File: src/rtl/tanhq_pkg.sv
package tanhq_pkg;

  // Number of register stages between inSample and outSample.
  localparam int STAGES = 5;

  // Per-stage load strobes sent from control to datapath.
  typedef struct packed {
    logic capture;
    logic prep;
    logic mult;
    logic sum;
    logic emit;
  } stageLoad_t;

endpackage

File: src/rtl/tanhq_ctrl.sv
module tanhq_ctrl
  import tanhq_pkg::*;
(
  input  logic       clk,
  input  logic       rstN,
  input  logic       inValid,
  output stageLoad_t load,
  output logic       outValid
);

  logic [STAGES-1:0] vldPipe;

  always_ff @(posedge clk or negedge rstN) begin
    if (!rstN) vldPipe <= '0;
    else       vldPipe <= {vldPipe[STAGES-2:0], inValid};
  end

  // Each stage loads only when a live sample enters it.
  always_comb begin
    load.capture = inValid;
    load.prep    = vldPipe[0];
    load.mult    = vldPipe[1];
    load.sum     = vldPipe[2];
    load.emit    = vldPipe[3];
  end

  assign outValid = vldPipe[STAGES-1];

endmodule

File: src/rtl/tanhq_datapath.sv
module tanhq_datapath
  import tanhq_pkg::*;
#(
  parameter int DATA_W = 18,
  parameter int FRAC_W = 12
) (
  input  logic                     clk,
  input  logic                     rstN,
  input  stageLoad_t               load,
  input  logic signed [DATA_W-1:0] inSample,
  output logic signed [DATA_W-1:0] outSample
);

  localparam int PROD_W     = 2 * DATA_W;
  localparam int SUM_W      = PROD_W + 1;
  localparam int QUAD_SHIFT = 2;
  localparam int ONE_I      = 1 << FRAC_W;

  localparam logic signed [DATA_W-1:0] ONE_D   = DATA_W'(ONE_I);
  localparam logic signed [DATA_W-1:0] TWO_D   = DATA_W'(2 * ONE_I);
  localparam logic signed [DATA_W-1:0] LIN_G   = DATA_W'(ONE_I);
  localparam logic signed [SUM_W-1:0]  ONE_S   = SUM_W'(ONE_I);

  // Stage 1: capture
  logic signed [DATA_W-1:0] xR1;
  // Stage 2: quarter term and range flags
  logic signed [DATA_W-1:0] xR2, qR2;
  logic negR2, satPosR2, satNegR2;
  // Stage 3: two parallel products
  logic signed [PROD_W-1:0] linP, sqP;
  logic negR3, satPosR3, satNegR3;
  // Stage 4: combined sum
  logic signed [SUM_W-1:0] sumR;
  logic satPosR4, satNegR4;
  // Stage 5: output register
  logic signed [DATA_W-1:0] outR;

  always_ff @(posedge clk) begin
    if (load.capture) xR1 <= inSample;
  end

  always_ff @(posedge clk) begin
    if (load.prep) begin
      xR2      <= xR1;
      qR2      <= xR1 >>> QUAD_SHIFT;
      negR2    <= xR1[DATA_W-1];
      satPosR2 <= (xR1 >= TWO_D);
      satNegR2 <= (xR1 <= -TWO_D);
    end
  end

  // Linear path and square path run in the same stage.
  always_ff @(posedge clk) begin
    if (load.mult) begin
      linP     <= $signed({{DATA_W{xR2[DATA_W-1]}}, xR2}) *
                  $signed({{DATA_W{LIN_G[DATA_W-1]}}, LIN_G});
      sqP      <= $signed({{DATA_W{xR2[DATA_W-1]}}, xR2}) *
                  $signed({{DATA_W{qR2[DATA_W-1]}}, qR2});
      negR3    <= negR2;
      satPosR3 <= satPosR2;
      satNegR3 <= satNegR2;
    end
  end

  logic signed [SUM_W-1:0] linWide, sqWide;
  assign linWide = $signed({linP[PROD_W-1], linP});
  assign sqWide  = $signed({sqP[PROD_W-1], sqP});

  always_ff @(posedge clk) begin
    if (load.sum) begin
      sumR     <= negR3 ? (linWide + sqWide) : (linWide - sqWide);
      satPosR4 <= satPosR3;
      satNegR4 <= satNegR3;
    end
  end

  logic signed [SUM_W-1:0]  scaled;
  logic signed [DATA_W-1:0] nextOut;

  always_comb begin
    scaled = sumR >>> FRAC_W;
    if (satPosR4)               nextOut = ONE_D;
    else if (satNegR4)          nextOut = -ONE_D;
    else if (scaled > ONE_S)    nextOut = ONE_D;
    else if (scaled < -ONE_S)   nextOut = -ONE_D;
    else                        nextOut = scaled[DATA_W-1:0];
  end

  always_ff @(posedge clk or negedge rstN) begin
    if (!rstN)          outR <= '0;
    else if (load.emit) outR <= nextOut;
  end

  assign outSample = outR;

endmodule

File: src/rtl/tanh_quad_approx.sv
module tanh_quad_approx
  import tanhq_pkg::*;
#(
  parameter int DATA_W = 18,
  parameter int FRAC_W = 12
) (
  input  logic                     clk,
  input  logic                     rstN,
  input  logic                     inValid,
  input  logic signed [DATA_W-1:0] inSample,
  output logic                     outValid,
  output logic signed [DATA_W-1:0] outSample
);

  stageLoad_t load;

  tanhq_ctrl uCtrl (
    .clk      (clk),
    .rstN     (rstN),
    .inValid  (inValid),
    .load     (load),
    .outValid (outValid)
  );

  tanhq_datapath #(
    .DATA_W (DATA_W),
    .FRAC_W (FRAC_W)
  ) uPath (
    .clk       (clk),
    .rstN      (rstN),
    .load      (load),
    .inSample  (inSample),
    .outSample (outSample)
  );

endmodule

File: config.mk
export PLATFORM = sky130hd
export DESIGN_NAME = tanh_quad_approx
export DESIGN_NICKNAME = d
export VERILOG_FILES = /design/src/rtl/tanhq_pkg.sv /design/src/rtl/tanhq_ctrl.sv /design/src/rtl/tanhq_datapath.sv /design/src/rtl/tanh_quad_approx.sv
export SDC_FILE = /design/constraint.sdc
export NUM_CORES = 1
export LEC_CHECK = 0
export BUFFER_PORTS_ARGS = -buffer_cell sky130_fd_sc_hd__buf_2
export CAP_MARGIN = 20
export CORE_MARGIN = 5
export CORE_UTILIZATION = 39
export CTS_CLUSTER_DIAMETER = 150
export DETAILED_ROUTE_END_ITERATION = 10
export GPL_TIMING_DRIVEN = 0
export PLACE_DENSITY = 0.58
export SLEW_MARGIN = 10
export SYNTH_ARGS = -nofsm -noshare
export SYNTH_HDL_FRONTEND = slang
export SYNTH_SLANG_ARGS = --single-unit
export TNS_END_PERCENT = 20
File: constraint.sdc
create_clock -name clk -period 15.5 [get_ports clk]
set_input_delay 1.55 -clock clk [delete_from_list [all_inputs] [get_ports clk]]
set_output_delay 1.55 -clock clk [all_outputs]
set_load 0.01 [all_outputs]
Word level (Yosys, flattened, before mapping) --
Index checks and enable logic that the tools add are counted.
Word-level totals: flip-flop bits (word level) 172, input bits 21, output and inout port bits 19
Cells by class: muxes and demuxes 5, add/sub/neg operators 2, multipliers 1, order comparisons 4
Operator list (count):
- two-way mux 18 bit | 4
- two-way mux 37 bit | 1
- adder 30 x 34 -> 35 bit | 1
- subtractor 30 x 34 -> 35 bit | 1
- multiplier 18 x 16 -> 34 bit | 1
- greater-than comparator 25 x 14 -> 1 bit, second input constant | 1
- < comparator 25 x 13 -> 1 bit, second input constant | 1
- greater-or-equal comparator 18 x 15 -> 1 bit, second input constant | 1
- <= comparator 18 x 14 -> 1 bit, second input constant | 1

Longest topological paths before layout --
Gate-level depths: netlist (run 1).
depth in word-level cells 5, depth in mapped cells 25, mapped depth without buffers 24

Cells and area by module --
A second synthesis (run 1) with hierarchy kept.
Second synthesis, totals: cells, all modules 1602, area, all modules 16448.3 um2
By module, submodules not included:
- tanhq_datapath | area each 16315.6 um2, cells each 1596, times used 1, sequential area each 3963.8 um2
- tanhq_ctrl | area each 132.6 um2, cells each 6, times used 1, sequential area each 125.1 um2

Least setup slack after synthesis (run 1) --
No wires, ideal clock.
path type flip-flop to flip-flop, from register uPath.qR2[3], to register uPath.sqP[28], data pin, path buffers 2, required time 15.242 ns, cell stages (with the launch flop) 23, path slack 9.074 ns, data arrival time 6.168 ns, period minus slack after synthesis 6.426 ns, cells stage by stage edfxtp_1 clkbuf_1 clkbuf_1 nand2_1 fa_1 fa_1 inv_1 fa_1 fa_1 fa_1 inv_1 fa_1 inv_1 ha_1 a21oi_1 a21boi_0 o31a_1 a211o_1 a2111oi_4 o31ai_1 a21o_1 a21oi_1 xnor2_1
Between the ends: word-level cells in the longest chain between the ends 1
Ends and longest elaborated chain:
- from (decl) | RTL line tanhq_datapath.sv:27 | logic signed [DATA_W-1:0] xR2, qR2;
- from (signal assigned) | RTL line tanhq_datapath.sv:45 | qR2 <= xR1 >>> QUAD_SHIFT;
- multiplier 18 x 16 -> 34 bit | RTL line tanhq_datapath.sv:57 | sqP <= $signed({{DATA_W{xR2[DATA_W-1]}}, xR2}) *
- to (signal assigned) | RTL line tanhq_datapath.sv:57
- to (decl) | RTL line tanhq_datapath.sv:30 | logic signed [PROD_W-1:0] linP, sqP;
Every way passes these cells. A chain may end at the register's enable or synchronous reset.

Final worst setup path (run 1) --
from register uPath.qR2[3], to register uPath.sqP[30], data pin
The elaborated chain is that of the path after synthesis.

==> results of run 1 <==
-- flip-flops by register name, indices dropped and copies added, names as in the netlist, 2 cells and up --
signal,cells
uPath.sqP,34
uPath.sumR,23
uPath.outSample,18
uPath.xR1,18
uPath.linP,17
uPath.qR2,15
uCtrl.vldPipe,5
uPath.xR2,2
-- metal layers --
metal / share of wire, % / track usage [%]
met1: 48 / 22.9
met2: 45 / 25.7
met3: 5.7 / 3.76
met4: 1.4 / 3.52
met5: 0 / 0
-- critical path, delay by kind of cell (launching register included) --
kind	cells	cell delay, ns
AO/OA/AOI/OAI	6	1.42
AND/OR/NAND/NOR	3	0.50
adder cells (fa/ha/maj)	7	3.18
buffers and inverters	8	1.69
XOR/XNOR	1	0.13
flip-flops	1	0.57
-- area by class of cell --
cell class                 instances  area, um2  share of cell area [%]
multi-input combinational       1015      10700                    59.5
sequential                       140       4090                    22.7
inverter                         418       1570                    8.73
tap                              539        674                    3.75
clock buffer                      18        439                    2.44
timing repair buffer              40        215                    1.20
buffer                            43        161                   0.898
clock inverter                    14        128                   0.710
-- cell families after synthesis --
group,Yosys count,share of synthesized area (%)
buffers and inverters,461,10.5
DFF,140,24.7
AOI/OAI and AO/OA,205,8.59
xor gates and xnor gates,72,3.82
muxes,7,0.424
adders and majority gates,408,42.7
and+or+nand+nor,323,9.25
-- through the flow --
step | setup WS (ns) | instance area, um2 | utilization [%] | cells | hold WS [ns]
CTS | 7.82 | 18000 | 42.9 | 2227 | 0.438
global route | 7.42 | 18000 | 42.9 | 2227 | 0.455
global placement | 7.86 | 17400 | 41.5 | 2194 | 0.417
floorplan | 9.07 | 16500 | - | 1616 | 0.400
detailed placement | 7.83 | 17400 | 41.5 | 2195 | 0.423
finish | 7.76 | 18000 | 42.9 | 2227 | 0.436
-- synth_stat cells, types with 2 or more instances --
master	number
o211ai_1	3
o31ai_1	6
a21oi_1	62
nand4_1	5
nor2b_1	10
a31oi_1	5
a211oi_1	7
a21o_1	27
a22o_1	12
o21ai_1	2
xor2_1	17
dfrtp_1	23
or4_1	5
a2111oi_0	3
o2111ai_1	2
o21ai_0	27
a221oi_1	2
nand3_1	11
and3_1	3
and2_1	50
xnor2_1	55
nor4_1	10
nor4b_1	2
nand2_1	128
o21a_1	8
clkbuf_1	43
nor2_1	61
nand2b_1	10
edfxtp_1	117
a31o_2	3
o21bai_1	11
ha_1	148
or2_2	5
or3_1	6
a211oi_2	3
a41o_1	3
mux2i_1	7
fa_1	260
a221o_1	4
nor3_1	15
inv_1	417
-- worst min-delay path by stage --
stage / to / slack, ns / from / cells after the start
floorplan: uPath.satNegR3 / 0.40 / uPath.satNegR2 / 0
global placement: uCtrl.vldPipe[4] / 0.42 / uCtrl.vldPipe[3] / 0
detailed placement: uCtrl.vldPipe[4] / 0.42 / uCtrl.vldPipe[3] / 0
CTS: uCtrl.vldPipe[4] / 0.44 / uCtrl.vldPipe[3] / 0
global route: uPath.qR2[4] / 0.46 / uPath.xR1[6] / 0
finish: uCtrl.vldPipe[4] / 0.44 / uCtrl.vldPipe[3] / 0
==> metrics.txt, run 1 <==
WL final=between 30000 and 40000 um; RSZ-0062 raised after global routing=no; vias in the first global route=about 11k; setup_tns=0 ns; Num CTS Buffers=17; Critical Path Sink Type=register; most frequent cells in the layout=inv_1, fa_1, ha_1, nand2_1, edfxtp_1; share of cells above drive strength 1=about 5.3%; Worst path most repeated cell=fa_1; post_cts resized=0; Worst Setup EP=uPath.sqP[30]; GRT Resource Usage Total=about 16%; Async S/R FF share, synth=roughly 16%; Critical Path RT=~16 ns; Seq/Total Area, Yosys=24.7%; Layout Skew=between 0.01 and 0.015 ns; first-pass GRT wire length=between 60000 and 70000 um; hold_buf cts=0; Final Setup Violations=0; Die X=around 220 um; Max-Cap Viols=0; synth unique cells=between 50 and 60; Root Driver=clkbuf_16; filler cell count=~4k; reg2reg setup slack=7.76 ns; die area=between 40000 and 50000 um2; top cells by area, synth=fa_1, edfxtp_1, ha_1; Vias/cell=around 4.8; I/O Pins=40; vias=about 11k; Slew Viols, Final=0; Post-CTS Setup Inserts=0; Final HPWL DP=about 30000 um; Final nets=about 2.1k; Core Rows=75; most common cell after layout, fill and taps aside=inv_1; diode count=0; Tightest Hold Check Type=reg -> reg; H-tree Lvls=4; reg2reg start=uPath.qR2[3]; die extent in y=~220 um; Mapped Nets=2045; Syn Inst Count=1616; gr ovfl total=0; Avg Cell Area, Syn=~10 um2; Final period util=about half; ys flop type=edfxtp_1; FF+latch count, synth=140; data arrival time of the critical path=~7.9 ns; Synth Cell Area=16500 um2; Residual DRC=0; Post-synth EDFFs=~120; slowest CP cell=clkbuf_1; Tmin final=7.74 ns; CTS tree=yes; top cell type's share of synthesized area=about a third; area leader, netlist=fa_1; worst slew pin tran=slightly above 0.9 ns; DRT iter0 DRCs=~550; IO Port Bufs=39; crit path launch type=register; clock latency on the worst-skew pair=between 0.4 and 0.5 ns; Worst Reg-to-Reg Cells=25; Yosys warning count=0; Final Hold Viols=0; crit-path max FO=10; initial antenna violation count=1; gpl congestion=between 0.9 and 1; Starting Density=39.4%; maximum buffer depth of the clock tree=2; Rel. slew slack=between 30% and 40%; Crit. Startpoint=uPath.qR2[3]; Reg2Reg Capture Point=uPath.sqP[30]; max incr delay on CP=around 0.6 ns; status=finished, final reports clean; largest net degree at the start of global routing=31; clock-pin slew on the worst setup and hold paths=0.07 ns; WL per Instance=16.1 um; antenna-violating nets left=0; drt pass-1 iters=7; Crit Path Class=reg -> reg; FMAX=roughly 0.13 GHz; Syn-to-layout area delta=8.82%; sinks on the clock net=140; CORE AREA=41900 um2
Power of run 1 is not shown: default switching activity piles up to over one toggle a cycle in this logic, so the estimate is an artifact.
==> inputs of run 2 (changes only) <==
--- a/config.mk
+++ b/config.mk
@@ -5,6 +5,7 @@
 export SDC_FILE = /design/constraint.sdc
 export NUM_CORES = 1
 export LEC_CHECK = 0
+export ABC_AREA = 1
 export BUFFER_PORTS_ARGS = -buffer_cell sky130_fd_sc_hd__buf_2
 export CAP_MARGIN = 20
 export CORE_MARGIN = 5
==> constraint.sdc (replaced) <==
create_clock -name clk -period 7.2 [get_ports clk]
set_input_delay 0.72 -clock clk [delete_from_list [all_inputs] [get_ports clk]]
set_output_delay 0.72 -clock clk [all_outputs]
set_load 0.01 [all_outputs]
==> run 2 against run 1 <==
Against the previous run: clock skew is 0.0031 ns lower; sequential share of layout area down 2.4 points; setup slack lost 7.5 ns; count of clock-buffer cells in the layout grew 1; register-to-register slack worse by 7.5 ns; critical path depth fell by 2; hold slack got worse by 0.14 ns.
==> metrics.txt, run 2 <==
share of cells above drive strength 1=6.27% (was 5.27%); Final period util=96.1% (was 49.9%); Crit Path Class=reg -> reg (unchanged); Yosys warning count=0 (unchanged); hold_buf cts=0 (unchanged); die area=51900 um2 (was 46600 um2); Num CTS Buffers=17 (unchanged); Largest regs=uPath.sqP (34), uPath.sumR (23) (unchanged); reg2reg start=uPath.qR2[3] (unchanged); Root Driver=clkbuf_16 (unchanged); data arrival time of the critical path=7.08 ns (was 7.93 ns); FF+latch count, synth=140 (unchanged); initial antenna violation count=0 (was 1); Crit. Startpoint=uPath.qR2[3] (unchanged); crit-path max FO=10 (unchanged); Vias/cell=4.82 (about the same); Critical Path Sink Type=register (unchanged); Critical Path RT=7.36 ns (was 15.69 ns); I/O Pins=40 (unchanged); Rel. slew slack=36.2% (was 37.6%); Synth Area in Compound Gates=5.16% (was 8.59%); Die X=228 um (was 216 um); Tmin final=6.92 ns (was 7.74 ns); worst slew pin tran=0.958 ns (was 0.936 ns); Post-synth top cells=inv_1, nand2_1, fa_1, ha_1, nor2_1 (was inv_1, fa_1, ha_1, nand2_1, edfxtp_1); WL per Instance=16.9 um (was 16.1 um); max reg flops=34 (unchanged); die extent in y=228 um (was 216 um); crit path launch type=register (unchanged); largest family of logic cells by synthesized area=adder cells (unchanged); antenna-violating nets left=0 (unchanged); filler cell count=4752 (was 4039); most common cell after layout, fill and taps aside=inv_1 (unchanged); Reg2Reg Capture Point=uPath.sqP[32] (was uPath.sqP[30]); Final Setup Violations=0 (unchanged); FMAX=0.144 GHz (was 0.129 GHz); DRT iter0 DRCs=897 (was 548); first-pass GRT wire length=80500 um (was 60200 um); GRT Resource Usage Total=19.6% (was 16.2%); clock-pin slew on the worst setup and hold paths=0.06 ns (was 0.07 ns); WL final=49800 um (was 35900 um); mux contribution to synthesized area=0% (was 0.424%); sinks on the clock net=140 (unchanged); Core Rows=79 (was 75); Tightest Hold Check Type=in -> async (was reg -> reg); Slew Viols, Final=0 (unchanged); clock latency on the worst-skew pair=0.43 ns (was 0.44 ns); Worst Reg-to-Reg Cells=23 (was 25); Final HPWL DP=43300 um (was 30200 um); top cell type's share of synthesized area=28.1% (was 31.5%); most frequent cells in the layout=inv_1, nand2_1, fa_1, ha_1, nor2_1 (was inv_1, fa_1, ha_1, nand2_1, edfxtp_1); Starting Density=39.6% (was 39.4%); Async S/R FF share, synth=16.4% (unchanged); post-synthesis adder-cell area fraction=38.1% (was 42.7%); Final nets=2761 (was 2104); Seq/Total Area, Yosys=22.1% (was 24.7%); Synth Cell Area=18500 um2 (was 16500 um2); RSZ-0062 raised after global routing=no (unchanged); IO Port Bufs=39 (unchanged); Post-Synth XOR/XNOR Area=2.32% (was 3.82%); vias in the first global route=15.1k (was 11.4k); Layout Skew=0.00993 ns (was 0.0130 ns); Avg Cell Area, Syn=8.15 um2 (was 10.2 um2); Post-synth EDFFs=117 (unchanged); Layout Utilization=43.1% (was 42.9%); Worst Setup EP=uPath.sqP[32] (was uPath.sqP[30]); gpl congestion=0.943 (was 0.913); Final Hold Viols=0 (unchanged); maximum buffer depth of the clock tree=2 (unchanged); H-tree Lvls=4 (unchanged); vias=14.2k (was 10.7k); Syn Inst Count=2269 (was 1616); area leader, netlist=fa_1 (unchanged); Mapped Nets=2698 (was 2045); CTS tree=yes (unchanged); top cells by area, synth=fa_1, edfxtp_1, inv_1 (was fa_1, edfxtp_1, ha_1); hold_ws=0.293 ns (was 0.436 ns); synth unique cells=42 (was 59); Residual DRC=0 (unchanged); diode count=0 (unchanged); drt pass-1 iters=6 (was 7); gr ovfl total=0 (unchanged); Syn-to-layout area delta=8.91% (was 8.82%); reg2reg setup slack=0.28 ns (was 7.76 ns); area share of and/or/nand/nor cells after synthesis=18.8% (was 9.25%); Most flops, register=uPath.sqP (unchanged); Max-Cap Viols=0 (unchanged); most frequent cell after synthesis=inv_1 (unchanged); CORE AREA=46800 um2 (was 41900 um2); largest net degree at the start of global routing=40 (was 31); ys flop type=edfxtp_1 (unchanged); status=finished, final reports clean (unchanged)
run 2: area by class of cell:
class	instances	area, um2	share of cell area, %
Clock inverter	13	160	0.795
Inverter	608	2280	11.3
Timing Repair Buffer	49	283	1.40
Clock buffer	19	443	2.20
Sequential cell	140	4090	20.3
Buffer	44	206	1.02
Multi-Input combinational cell	1472	11900	59.2
Tap cell	607	759	3.77
run 2: cell families (layout without fill, tap and decap cells):
| kind of cell | Yosys count | in the layout |
|---|---|---|
| simple gates | 847 | 847 |
| buf+inv | 657 | 733 |
| xor+xnor | 49 | 49 |
| fa+ha+maj | 408 | 408 |
| flops | 140 | 140 |
| compound gates | 168 | 168 |
run 2: worst min-delay path by stage:
stage | from | to | slack (ns) | cells after the start
after global placement | uCtrl.vldPipe[3] | uCtrl.vldPipe[4] | 0.40 | 0
after CTS | rstN | uCtrl.vldPipe[2] | 0.29 | 1
after floorplan | uCtrl.vldPipe[3] | uCtrl.vldPipe[4] | 0.38 | 0
after global routing | rstN | uCtrl.vldPipe[2] | 0.33 | 1
final | rstN | uPath.outSample[16] | 0.29 | 1
after detailed placement | uCtrl.vldPipe[3] | uCtrl.vldPipe[4] | 0.41 | 0
run 2: worst max-delay path, stage by stage (launching register included):
cell and delay [ns]:
edfxtp_1 0.55, clkbuf_2 0.38, buf_2 0.37, nand2_1 0.12, fa_1 0.53, inv_1 0.21
fa_2 0.56, buf_4 0.19, fa_1 0.53, inv_1 0.05, fa_1 0.48, inv_1 0.06
fa_1 0.55, inv_1 0.07, fa_1 0.54, inv_1 0.05, ha_1 0.33, inv_1 0.08
nor3_1 0.32, nand2_1 0.14, nor2_1 0.24, nor2_1 0.10, nand3_1 0.09, nand2_1 0.10
run 2: layer usage:
layer / vias up / share of wire (%) / global-route usage, %
met3: 84 / 5.3 / 3.29
met4: 0 / 3.8 / 7.38
li1: 6933 / - / -
met5: - / 0 / 0
met2: 391 / 47 / 32.9
met1: 6809 / 43 / 25.5
run 2: repair_timing:
action / 4_1_cts / 5_1_grt
setup endpoints to repair: 9 / 15
resized for setup: 7 / 17
endpoints found under the hold margin: 0 / 0
pin swaps: 0 / 1
buffers inserted: 0 / 9
run 2: through the flow:
step                      cells  instance area, um2  setup slack, ns  TNS (ns)
final                      2952               20100            0.279         0
after global routing       2952               20100           0.0597         0
after CTS                  2947               20100          0.00826         0
after detailed placement   2916               19500           -0.445     -1.77
after global placement     2915               19500           -0.521     -2.05
after floorplan            2269               18500             1.13         0
Power of run 2 is left out for the same reason.
==> inputs of run 3 (changes only) <==
--- a/config.mk
+++ b/config.mk
@@ -13,7 +13,7 @@
 export CTS_CLUSTER_DIAMETER = 150
 export DETAILED_ROUTE_END_ITERATION = 10
 export GPL_TIMING_DRIVEN = 0
-export PLACE_DENSITY = 0.58
+export PLACE_DENSITY = 0.6
 export SLEW_MARGIN = 10
 export SYNTH_ARGS = -nofsm -noshare
 export SYNTH_HDL_FRONTEND = slang
==> constraint.sdc (replaced) <==
create_clock -name clk -period 5.71 [get_ports clk]
set_input_delay 0.571 -clock clk [delete_from_list [all_inputs] [get_ports clk]]
set_output_delay 0.571 -clock clk [all_outputs]
set_load 0.01 [all_outputs]
==> run 3 against run 2 <==
Against the previous run: the flow now finishes with violations (setup timing); die area unchanged; final cell count up 2.5%; fmax up 19%; sequential share of layout area down 1.8 points; via count up 4.7%; register-to-register slack worse by 0.40 ns; flip-flop and latch count unchanged; setup slack worse by 0.40 ns; critical path depth down 6; hold slack worse by 0.16 ns; non-clock buffer count up 74; largest cell class unchanged; highest routed layer unchanged.
==> metrics.txt, run 3 (synthesis gave the netlist of run 2 again) <==
initial antenna violation count=0 (unchanged); most frequent cells in the layout=inv_1, nand2_1, fa_1, ha_1 (was inv_1, nand2_1, fa_1, ha_1, nor2_1); WL final=53700 um (was 49800 um); Die X=228 um (unchanged); CORE AREA=46800 um2 (unchanged); most common cell after layout, fill and taps aside=inv_1 (unchanged); DRT iter0 DRCs=1015 (was 897); diode count=0 (unchanged); Num CTS Buffers=17 (unchanged); Rel. slew slack=37.4% (was 36.2%); IO Port Bufs=39 (unchanged); max reg flops=34 (unchanged); first-pass GRT wire length=85100 um (was 80500 um); clock latency on the worst-skew pair=0.44 ns (was 0.43 ns); final worst slack=-0.117 ns (was 0.279 ns); sinks on the clock net=140 (unchanged); Tmin final=5.83 ns (was 6.92 ns); Layout Skew=0.00868 ns (was 0.00993 ns); final instance area=22100 um2 (was 20100 um2); gpl congestion=0.978 (was 0.943); H-tree Lvls=4 (unchanged); slowest CP cell=fa_1 (was fa_2); data arrival time of the critical path=6.00 ns (was 7.08 ns); Final period util=102% (was 96.1%); dpl cell area=19500 um2 (about the same); hold_buf cts=0 (unchanged); die extent in y=228 um (unchanged); max incr delay on CP=0.59 ns (was 0.56 ns); maximum buffer depth of the clock tree=2 (unchanged); Slew Viols, Final=0 (unchanged); status=finished with violations (was finished, final reports clean); Final HPWL DP=43300 um (about the same); Starting Density=39.6% (unchanged); worst slew pin tran=0.939 ns (was 0.958 ns); Critical Path RT=5.89 ns (was 7.36 ns); drt pass-1 iters=8 (was 6); Final nets=2835 (was 2761); placed cell count=2916 (unchanged); die area=51900 um2 (unchanged); largest net degree at the start of global routing=39 (was 40); WL per Instance=17.7 um (was 16.9 um); Largest regs=uPath.sqP (34), uPath.sumR (23) (unchanged); gr ovfl total=0 (unchanged); Critical Path Sink Type=register (unchanged); Tightest Hold Check Type=in -> async (unchanged); filler cell count=4495 (was 4752); crit-path max FO=5 (was 10); Residual DRC=0 (unchanged); Final Hold Viols=0 (unchanged); Vias/cell=4.92 (was 4.82); Final Non-Filler Cells=3026 (was 2952); RSZ-0062 raised after global routing=yes (was no); I/O Pins=40 (unchanged); FMAX=0.172 GHz (was 0.144 GHz); worst path cell trace=clkbuf_8 -> buf_4 -> or2_2 -> fa_1 -> fa_1 -> fa_1 -> fa_1 -> fa_1 -> fa_1 -> inv_1 -> ha_4 -> a21o_1 -> o21bai_2 -> a21oi_2 -> buf_4 -> nand3_2 -> xor2_2 (was clkbuf_2 -> buf_2 -> nand2_1 -> fa_1 -> inv_1 -> fa_2 -> buf_4 -> fa_1 -> inv_1 -> fa_1 -> inv_1 -> fa_1 -> inv_1 -> fa_1 -> inv_1 -> ha_1 -> inv_1 -> nor3_1 -> nand2_1 -> nor2_1 -> nor2_1 -> nand3_1 -> nand2_1); Final Setup Violations=13 (was 0); Worst path most repeated cell=fa_1 (was inv_1); Max-Cap Viols=0 (unchanged); Crit Path Class=reg -> reg (unchanged); failing checks=setup timing; share of cells above drive strength 1=17.8% (was 6.27%); clock-pin slew on the worst setup and hold paths=0.06 ns (about the same); vias=14.9k (was 14.2k); antenna-violating nets left=0 (unchanged); GRT Resource Usage Total=20.9% (was 19.6%); CTS tree=yes (unchanged); Syn-to-layout area delta=19.3% (was 8.91%); crit path launch type=register (unchanged); Root Driver=clkbuf_16 (unchanged); hold_ws=0.131 ns (was 0.293 ns); Most flops, register=uPath.sqP (unchanged); vias in the first global route=15.6k (was 15.1k); reg2reg setup slack=-0.12 ns (was 0.28 ns); Core Rows=79 (unchanged)
[run 3: cell types whose count changed in the layout (fill, tap and decap cells not counted), sizes merged]
cell and change:
buf +84, clkbuf -10, clkinv -1, clkinvlp +4, inv -3
[run 3: routing by layer]
| layer | share of wire, % | track usage [%] | up-vias |
|---|---|---|---|
| met2 | 49 | 35.9 | 445 |
| met1 | 42 | 26.6 | 7248 |
| li1 | - | - | 7079 |
| met3 | 5.2 | 3.42 | 110 |
| met5 | 0 | 0 | - |
| met4 | 4.3 | 8.07 | 0 |
[run 3: per-stage QoR]
step           setup WS, ns  utilization [%]  TNS, ns
6_report             -0.117             47.2   -0.595
5_1_grt              -0.219             47.2    -3.16
4_1_cts             -0.0722             46.5   -0.571
3_5_place_dp          -1.53             41.7   -30.09
3_3_place_gp          -1.48             41.6   -28.97
2_1_floorplan      0.000121                -        0
[run 3: layout make-up]
| type | instances | area [um2] | area share [%] |
|---|---|---|---|
| tap | 607 | 759 | 3.44 |
| clock buffer | 19 | 433 | 1.96 |
| sequential | 140 | 4090 | 18.5 |
| buffer | 41 | 427 | 1.93 |
| timing repair buffer | 126 | 992 | 4.49 |
| multi-input combinational | 1472 | 12900 | 58.5 |
| inverter | 608 | 2300 | 10.4 |
| clock inverter | 13 | 163 | 0.737 |
[run 3: final timing paths]
kind | startpoint | endpoint | cells past startpoint
setup reg to reg | uPath.qR2[6] | uPath.sqP[24] | 17
max in group asynchronous | rstN | uCtrl.vldPipe[1] | 1
setup / recovery | uPath.qR2[6] | uPath.sqP[24] | 17
hold reg to reg | uCtrl.vldPipe[3] | uCtrl.vldPipe[4] | 0
min in group clk | inSample[10] | uPath.xR1[10] | 1
hold / removal | rstN | uPath.outSample[4] | 1
[run 3: worst max-delay path: cells and delay by family, from the launching register on]
kind | cells | cell delay, ns
fa+ha+maj | 7 | 3.26
simple gates | 2 | 0.42
buf+inv | 4 | 0.58
xor+xnor | 1 | 0.21
flops | 1 | 0.50
compound gates | 3 | 0.58
[run 3: timing repair]
action / in CTS / in global routing
endpoints found under the setup margin: 25 / 22
gates resized for setup: 276 / 77
pin swaps: 95 / 53
buffers inserted: 76 / 10
gates cloned: 0 / 0
Power of run 3 is left out for the same reason.
